$ cat src/rtl/rxw_pkg.sv
package rxw_pkg;
  localparam int WORD_W = 32;
  localparam int LEN_W  = 6;

  typedef enum logic [1:0] {ST_IDLE, ST_DLY, ST_SHIFT} rx_state_e;
  typedef enum logic [1:0] {JM_RZERO = 2'd0, JM_RSIGN = 2'd1, JM_LZERO = 2'd2, JM_SPARE = 2'd3} just_e;

  // Map a word length code to the number of bits in the word.
  function automatic logic [LEN_W-1:0] len_of(input logic [2:0] code);
    case (code)
      3'd0:    len_of = 6'd8;
      3'd1:    len_of = 6'd12;
      3'd2:    len_of = 6'd16;
      3'd3:    len_of = 6'd20;
      3'd4:    len_of = 6'd24;
      default: len_of = 6'd32;
    endcase
  endfunction
endpackage

$ cat src/rtl/rxw_frame_ctl.sv
module rxw_frame_ctl
  import rxw_pkg::*;
#(
  parameter int CNT_W = 7
) (
  input  logic              clk,
  input  logic              rst_n,
  input  logic              rx_en,
  input  logic              bit_stb,
  input  logic              fsync,
  input  logic              sdata,
  input  logic              dual_phase,
  input  logic [2:0]        len1,
  input  logic [2:0]        len2,
  input  logic [CNT_W-1:0]  cnt1,
  input  logic [CNT_W-1:0]  cnt2,
  input  logic [1:0]        delay_sel,
  input  logic              ignore_fsync,
  output logic              word_done,
  output logic [WORD_W-1:0] raw_word,
  output logic [2:0]        word_code,
  output logic              frame_start,
  output logic              sync_hit
);
  rx_state_e         state;
  logic [1:0]        dly_cnt;
  logic [LEN_W-1:0]  bit_cnt;
  logic [CNT_W-1:0]  word_cnt;
  logic              phase;
  logic [WORD_W-1:0] shreg;

  logic              live, busy, take_bit;
  logic [1:0]        dly_eff;
  logic              cur_phase;
  logic [LEN_W-1:0]  cur_bit, cur_len;
  logic [CNT_W-1:0]  cur_word, cur_cnt;
  logic              last_bit, last_word, last_phase;

  assign live        = bit_stb && rx_en;
  assign busy        = (state != ST_IDLE);
  assign sync_hit    = live && fsync && busy;
  assign frame_start = live && fsync && (!busy || !ignore_fsync);
  assign dly_eff     = (delay_sel == 2'd3) ? 2'd2 : delay_sel;

  // A restarting sync overrides the running position.
  assign cur_phase = frame_start ? 1'b0 : phase;
  assign cur_bit   = frame_start ? '0 : bit_cnt;
  assign cur_word  = frame_start ? '0 : word_cnt;
  assign word_code = cur_phase ? len2 : len1;
  assign cur_len   = len_of(word_code);
  assign cur_cnt   = cur_phase ? cnt2 : cnt1;

  assign take_bit = frame_start ? (dly_eff == 2'd0)
                  : (live && ((state == ST_SHIFT) || (state == ST_DLY && dly_cnt == 2'd0)));

  assign last_bit   = (cur_bit == cur_len - 6'd1);
  assign last_word  = (cur_word == cur_cnt);
  assign last_phase = cur_phase || !dual_phase;
  assign word_done  = take_bit && last_bit;
  assign raw_word   = {shreg[WORD_W-2:0], sdata};

  always_ff @(posedge clk or negedge rst_n) begin
    if (!rst_n) begin
      state    <= ST_IDLE;
      dly_cnt  <= '0;
      bit_cnt  <= '0;
      word_cnt <= '0;
      phase    <= 1'b0;
      shreg    <= '0;
    end else if (!rx_en) begin
      state    <= ST_IDLE;
      dly_cnt  <= '0;
      bit_cnt  <= '0;
      word_cnt <= '0;
      phase    <= 1'b0;
      shreg    <= '0;
    end else begin
      if (frame_start && dly_eff != 2'd0) begin
        state    <= ST_DLY;
        dly_cnt  <= dly_eff - 2'd1;
        phase    <= 1'b0;
        bit_cnt  <= '0;
        word_cnt <= '0;
      end else if (live && state == ST_DLY && dly_cnt != 2'd0) begin
        dly_cnt <= dly_cnt - 2'd1;
      end
      if (take_bit) begin
        shreg <= raw_word;
        state <= ST_SHIFT;
        phase <= cur_phase;
        if (last_bit) begin
          bit_cnt <= '0;
          if (last_word) begin
            word_cnt <= '0;
            if (last_phase) begin
              state <= ST_IDLE;
              phase <= 1'b0;
            end else begin
              phase <= 1'b1;
            end
          end else begin
            word_cnt <= cur_word + 1'b1;
          end
        end else begin
          bit_cnt  <= cur_bit + 6'd1;
          word_cnt <= cur_word;
        end
      end
    end
  end
endmodule

$ cat src/rtl/rxw_justify.sv
module rxw_justify
  import rxw_pkg::*;
(
  input  logic [WORD_W-1:0] raw_word,
  input  logic [2:0]        word_code,
  input  logic [1:0]        just_mode,
  input  logic              lsb_first,
  output logic [WORD_W-1:0] out_word
);
  logic [WORD_W-1:0] reversed;
  logic [WORD_W-1:0] src, mask, base;
  logic [LEN_W-1:0]  len;
  logic              sign;

  for (genvar i = 0; i < WORD_W; i++) begin : g_rev
    assign reversed[i] = raw_word[WORD_W-1-i];
  end

  assign len  = len_of(word_code);
  assign mask = (len == 6'd32) ? '1 : ((32'd1 << len) - 32'd1);
  assign src  = (lsb_first && len == 6'd32) ? reversed : raw_word;
  assign base = src & mask;
  assign sign = src[len - 6'd1];

  always_comb begin
    case (just_e'(just_mode))
      JM_RSIGN: out_word = base | (sign ? ~mask : '0);
      JM_LZERO: out_word = base << (6'd32 - len);
      default:  out_word = base;
    endcase
  end
endmodule

$ cat src/rtl/rxw_out_stage.sv
module rxw_out_stage
  import rxw_pkg::*;
(
  input  logic              clk,
  input  logic              rst_n,
  input  logic              rx_en,
  input  logic              in_valid,
  input  logic [WORD_W-1:0] in_data,
  input  logic              out_ready,
  output logic              out_valid,
  output logic [WORD_W-1:0] out_data,
  output logic              overrun
);
  logic accept_new;
  assign accept_new = in_valid && (!out_valid || out_ready);

  always_ff @(posedge clk or negedge rst_n) begin
    if (!rst_n) begin
      out_valid <= 1'b0;
      out_data  <= '0;
      overrun   <= 1'b0;
    end else if (!rx_en) begin
      out_valid <= 1'b0;
      out_data  <= '0;
      overrun   <= 1'b0;
    end else begin
      if (accept_new) begin
        out_valid <= 1'b1;
        out_data  <= in_data;
      end else if (out_ready) begin
        out_valid <= 1'b0;
      end
      if (in_valid && out_valid && !out_ready) overrun <= 1'b1;
    end
  end
endmodule

$ cat src/rtl/rxw_serial_rx.sv
module rxw_serial_rx
  import rxw_pkg::*;
#(
  parameter int CNT_W = 7
) (
  input  logic              clk,
  input  logic              rst_n,
  input  logic              rx_en,
  input  logic              bit_stb,
  input  logic              fsync,
  input  logic              sdata,
  input  logic              dual_phase,
  input  logic [2:0]        len1,
  input  logic [2:0]        len2,
  input  logic [CNT_W-1:0]  cnt1,
  input  logic [CNT_W-1:0]  cnt2,
  input  logic [1:0]        delay_sel,
  input  logic [1:0]        just_mode,
  input  logic              lsb_first,
  input  logic              ignore_fsync,
  input  logic [1:0]        irq_sel,
  output logic [WORD_W-1:0] word_data,
  output logic              word_valid,
  input  logic              word_ready,
  output logic              sync_err,
  output logic              overrun,
  output logic              rx_irq
);
  logic              word_done, frame_start, sync_hit;
  logic [WORD_W-1:0] raw_word, just_word;
  logic [2:0]        word_code;
  logic              start_pulse;

  rxw_frame_ctl #(.CNT_W(CNT_W)) u_ctl (
    .clk(clk), .rst_n(rst_n), .rx_en(rx_en), .bit_stb(bit_stb),
    .fsync(fsync), .sdata(sdata), .dual_phase(dual_phase),
    .len1(len1), .len2(len2), .cnt1(cnt1), .cnt2(cnt2),
    .delay_sel(delay_sel), .ignore_fsync(ignore_fsync),
    .word_done(word_done), .raw_word(raw_word), .word_code(word_code),
    .frame_start(frame_start), .sync_hit(sync_hit)
  );

  rxw_justify u_just (
    .raw_word(raw_word), .word_code(word_code), .just_mode(just_mode),
    .lsb_first(lsb_first), .out_word(just_word)
  );

  rxw_out_stage u_out (
    .clk(clk), .rst_n(rst_n), .rx_en(rx_en), .in_valid(word_done),
    .in_data(just_word), .out_ready(word_ready), .out_valid(word_valid),
    .out_data(word_data), .overrun(overrun)
  );

  always_ff @(posedge clk or negedge rst_n) begin
    if (!rst_n) begin
      sync_err    <= 1'b0;
      start_pulse <= 1'b0;
    end else if (!rx_en) begin
      sync_err    <= 1'b0;
      start_pulse <= 1'b0;
    end else begin
      if (sync_hit) sync_err <= 1'b1;
      start_pulse <= frame_start;
    end
  end

  always_comb begin
    case (irq_sel)
      2'd1:    rx_irq = start_pulse;
      2'd2:    rx_irq = sync_err;
      default: rx_irq = word_valid;
    endcase
  end
endmodule

$ cat config.mk
export PLATFORM = sky130hd
export DESIGN_NAME = rxw_serial_rx
export DESIGN_NICKNAME = d
export VERILOG_FILES = /design/src/rtl/rxw_pkg.sv /design/src/rtl/rxw_frame_ctl.sv /design/src/rtl/rxw_justify.sv /design/src/rtl/rxw_out_stage.sv /design/src/rtl/rxw_serial_rx.sv
export SDC_FILE = /design/constraint.sdc
export NUM_CORES = 1
export LEC_CHECK = 0
export ABC_CLOCK_PERIOD_IN_PS = 3500
export BUFFER_PORTS_ARGS = -buffer_cell sky130_fd_sc_hd__buf_2
export CORE_MARGIN = 2
export CORE_UTILIZATION = 54
export DETAILED_ROUTE_END_ITERATION = 8
export PLACE_DENSITY = 0.77
export SYNTH_ARGS = -nofsm -noshare
export SYNTH_HDL_FRONTEND = slang
export SYNTH_SLANG_ARGS = --single-unit
$ cat constraint.sdc
create_clock -name clk -period 3.5 [get_ports clk]
set_input_delay 0 -clock clk [delete_from_list [all_inputs] [get_ports clk]]
set_output_delay 0 -clock clk [all_outputs]
set_load 0.1 [all_outputs]
# Yosys cells after proc, flatten, opt, wreduce, memory -nomap -nowiden
# Cells that the tools add are included.
# classes
reduce_logical,29
add_sub_neg,7
order_cmp,1
eq_ne,21
n_mux,51
bitwise_logic,3
shift,2
# op_table
op,n
2-to-1 mux 32 bit,5
case mux 32 bit (2 select lines),1
2-to-1 mux 31 bit,2
2-to-1 mux 7 bit,7
AND 32 bit,1
inverter 32 bit,1
OR 32 bit,1
"<< shifter 1 x 6 -> 32 bit, first input constant",1
<< shifter 32 x 6 -> 32 bit,1
"subtractor 32 x 1 -> 32 bit, second input constant",1
2-to-1 mux 6 bit,5
case mux 6 bit (5 select lines),1
2-to-1 mux 2 bit,10
2-to-1 mux 1 bit,17
logical AND 1 bit,14
"!= test 3 x 1 -> 1 bit, second input constant",3
"== test 2 bit, second input constant",4
"!= test 2 x 1 -> 1 bit, second input constant",4
"adder 7 x 1 -> 7 bit, second input constant",1
== test 7 bit,1
"adder 6 x 1 -> 6 bit, second input constant",1
"== test 2 x 1 -> 1 bit, second input constant",3
"== test 3 x 2 -> 1 bit, second input constant",2
== test 6 bit,1
other kinds (15),26
# totals
reg_bits,85
word_cells,125

# Depth between registers and ports, before layout
# logic_depth
word_depth,18
ltp_mapped,19
mapped_depth_nobuf,16

# By module
# Synthesis repeated with hierarchy kept, for this count alone.
# hier_totals
cells_unflattened,901
hier_area_um2,7093.1
# by_module_without_submodules
mod,area_per_inst_um2,cells_per_inst,instances
rxw_frame_ctl,2785.2,331,1
rxw_justify,2638.8,413,1
rxw_out_stage,1556.5,146,1
rxw_serial_rx,112.6,11,1

# Worst setup path before layout
# Ideal clock, no wire load.
# synth_timing
kind,register to register
from,register u_ctl.state[0]
to,register u_out.out_data[28]
t_arrival_ps,3715
slack_ps,-310
period_less_slack_ps,3810
setup_ps,95
t_required_ps,3405
stages_incl_launch_ff,20
path_cell_list,dfrtp_1 buf_2 o21a_2 o21ai_4 buf_6 mux2_4 nand2_4 inv_2 ha_1 and3_1 buf_2 inv_1 ha_1 inv_1 nor3_1 o31ai_1 o22a_1 a2111oi_0 a211oi_1 o31ai_1
# synth_between
elab_chain_cells,18
word_cells_on_any_way,41
classes_between,add/sub: 3; eq/ne: 9; shift: 2; mux: 13; bitwise: 3; reduce/logical: 11
# synth_rtl
item,line_no,source
from (decl),rxw_frame_ctl.sv:25,rx_state_e state;
from (signal assigned),rxw_frame_ctl.sv:64,state <= ST_IDLE;
from (signal assigned),rxw_frame_ctl.sv:71,state <= ST_IDLE;
from (signal assigned),rxw_frame_ctl.sv:79,state <= ST_DLY;
branches (longest 18 deep; another with subtractor 32 x 1 -> 32 bit),--,
to (signal assigned),rxw_out_stage.sv:29,out_data <= in_data;
to (decl),rxw_out_stage.sv:11,"output logic [WORD_W-1:0] out_data,"
# Several ways; the timed one is not identified. The select of a mux whose other input is x is not followed.
# A chain may end at the register's enable or synchronous reset.

# Worst setup path in the final report
# layout_timing
from,register u_ctl.state[1]
to,register u_out.out_data[27]
# The elaborated chain is that of the path after synthesis.

==> metrics <==
crit end category=flip-flop; Worst R2R Setup Slack=100 ps; die height=115 um; worst hold path type=input pin to flip-flop; Async SR Flop Fraction=100%; number of max-cap violations=0; critical path depth=14; max-slew violations=0; Fillers=1068; Cells after DPL=1088; Clock Latency Late Sink=360 ps; final cell count without fillers=1110; H-tree levels=3; Area Growth Syn to Fin=19.6%; crit path capture=u_out.out_data[27]; WS Path Type=flip-flop to flip-flop; Power Density=314 nW/um^2; EDFF count, synth=0; crit path max-delay cell type=a22oi_1; fin nets=1003; r2r startpoint=u_ctl.state[1]; Mean Syn Cell Area=7.78 um^2; Final Routed Wirelength=25900 um; period utilisation layout=97.1%; Worst Hold Slack=24.0 ps; FF-to-FF End=u_out.out_data[27]; Finished Core Util=66.1%; most used cell, CP=buf_4; worst slew pin tran=1110 ps; Die Area=13200 um^2; CP top delay family=compound AO/OA/AOI/OAI gates; setup TNS=0 ps; first-pass GRT wire length=40100 um; Clock Skew=10.0 ps; r2r worst-path depth=14; vias in the first global route=6935; switch share=33.3%; CTS sink count=85; HPWL Detailed=19200 um; CP bufs+invs=3; antenna violations before repair=0; DP Worst Slack=-14.4 ps; Iteration-0 DRC Markers=1243; Synth Cell Area=6640 um^2; Crit path largest cell delay=480 ps; Total GRT Usage=39.9%; # diodes=0; post-synthesis cell type count=87; IO Port Bufs=71; Final WS setup=101 ps; post-DR vias/cell=6.98; drt first pass iters=8; Int Pwr=0.00166 W; Max-slew headroom=26.3%; Arr. time, crit path=3630 ps; met1 Resource Use GR=56.6%; RSZ-0062 raised after global routing=true; gr busiest metal=met2; count of mapped cells out of synthesis=853; minimum clock period=3400 ps; Core ar.=12000 um^2; routability cong.=1.09; largest net degree at the start of global routing=86; Logic pwr share=22.3%; Clk pwr share=38.0%; CTS tree=yes; Rows=40; leak pwr=3.65 nW; Reg power frac=39.8%; register bit total from synthesis=85; status=finished, final reports clean; Final ANT Viol Nets=0; clock buffer count from CTS=9; Worst Setup SP=u_ctl.state[1]; Max Freq=0.294 GHz; grt ovf=0; deepest clock path buffer count=2; worst path required time=3740 ps; Seq/Total Area, Yosys=32.0%; initial core utilization=55.3%; DR WL/cell=23.3 um; # DRC=0; crit-path cells=o21a_4, o21ai_4, mux2i_2, nand2_4, inv_2, ha_2, buf_4, o31ai_1, buf_4, a22oi_1, mux2i_1, a221o_1, nand4_1, o211ai_1; Synthesis Warnings=0; clk root buf=clkbuf_16; switching power=0.000832 W; Worst setup SP type=flip-flop; I/O pins=72; via count=7747; Crit Path Max Fanout=5; met3 GRT Util=11.1%; die width=115 um; Worst IR Drop VDD=0.313 mV; syn nets=898; grt met2 use=57.7%; Worst-path clk slew=70 ps; share of cells above drive strength 1=22.3%; Finish-stage setup viols=0; dominant synthesized flop cell=dfrtp_1; Hold Fails Final Rpt=0
## sequential cells by signal, summed over array words and instances, names as in the netlist
register         flops
start_pulse          1
sync_err             1
u_ctl.bit_cnt        6
u_ctl.dly_cnt        2
u_ctl.phase          1
u_ctl.shreg         31
u_ctl.state          2
u_ctl.word_cnt       7
u_out.out_data      32
u_out.out_valid      1
u_out.overrun        1
## cell usage after synthesis, types with 5 or more instances
master | count | area, um^2
nand3_1 | 59 | 295
a22o_1 | 6 | 52.6
dfrtp_1 | 85 | 2130
buf_2 | 8 | 40.0
o211ai_1 | 24 | 180
a2bb2oi_1 | 7 | 61.3
a21oi_1 | 61 | 305
o21a_1 | 6 | 45.0
a31oi_1 | 27 | 169
a32o_1 | 6 | 60.1
nor2b_1 | 9 | 56.3
nand4_1 | 8 | 50.1
o221ai_1 | 5 | 43.8
a22oi_1 | 14 | 105
o31ai_1 | 8 | 60.1
a221oi_1 | 5 | 43.8
inv_1 | 24 | 90.1
nand2_1 | 135 | 507
mux2i_1 | 21 | 210
nand2b_1 | 7 | 43.8
o21ai_0 | 47 | 235
a211o_1 | 6 | 52.6
and2_1 | 9 | 56.3
o21ai_1 | 7 | 35.0
nor3_1 | 15 | 75.1
a21o_1 | 7 | 52.6
clkbuf_1 | 38 | 143
buf_4 | 8 | 60.1
nor2_1 | 63 | 236
ha_1 | 9 | 113
and3_1 | 13 | 81.3
o22ai_1 | 10 | 62.6
## per-layer routing
| layer | vias up | part of all wire, % |
|---|---|---|
| met2 | 617 | 41 |
| met4 | 0 | 4.7 |
| met1 | 3612 | 41 |
| met5 | - | 0 |
| met3 | 112 | 13 |
| li1 | 3406 | - |
## tightest hold or removal path: cells and delay by family
family / cells / cell delay (ps)
buf+inv: 1 / 70
simple gates: 1 / 80
compound gates: 1 / 200
## stage by stage
step	total power (W)	cell area (um^2)
global route	0.00257	7940
global placement	0.00153	7540
CTS	0.00247	7870
floorplan	0.00131	6700
detailed placement	0.00153	7540
finish	0.00250	7940
## area by class of cell
type | instances | area (um^2) | area share (%)
timing repair buffer | 152 | 988 | 12.4
clock buffer | 10 | 229 | 2.88
sequential | 85 | 2130 | 26.8
multi-input combinational | 683 | 4260 | 53.6
clock inverter | 6 | 51.3 | 0.646
inverter | 27 | 101 | 1.28
tap | 147 | 184 | 2.32
## cells by family after synthesis
kind of cell	after synthesis	synth area share [%]
other cells	1	0.0565
simple gates	342	23.8
fa+ha+maj	9	1.70
buf+inv	85	5.52
compound gates	301	32.0
mux	28	4.62
flops	85	32.0
xor+xnor	2	0.264
## placed cells by master (no fill, tap or decap), types with 21 or more instances in the layout
cell type  count
nand3_1       59
o21ai_0       44
a31oi_1       27
a21oi_1       60
o211ai_1      24
buf_2         70
inv_1         23
mux2i_1       21
nor2_1        62
buf_4         77
nand2_1      134
dfrtp_1       84
## worst min-delay path by stage
stage | startpoint | to | slack (ps) | depth (start not counted)
2_1_floorplan | rst_n | start_pulse | -300 | 0
3_3_place_gp | rst_n | u_ctl.shreg[21] | 260 | 1
3_5_place_dp | rst_n | u_ctl.shreg[20] | 270 | 1
4_1_cts | word_ready | u_out.out_valid | 20 | 3
5_1_grt | word_ready | u_out.out_valid | 40 | 3
6_report | word_ready | u_out.out_valid | 20 | 3
## timing repair
item	in CTS	in global routing
hold buffers	4	0
gates resized for setup	2	19
pin swaps	0	6
buffers inserted	0	2
setup endpoints to repair	2	32
endpoints found under the hold margin	87	0
## power by group through the flow
| stage | clock network (W) | registers (W) | logic, W |
|---|---|---|---|
| after CTS | 0.000952 | 0.000992 | 0.000524 |
| after detailed placement | 0 | 0.00101 | 0.000519 |
| after global routing | 0.000995 | 0.000993 | 0.000584 |
| final | 0.000947 | 0.000993 | 0.000556 |
| after floorplan | 0 | 0.00101 | 0.000294 |
| after global placement | 0 | 0.00101 | 0.000522 |
Power figures use the tool's default switching activity.
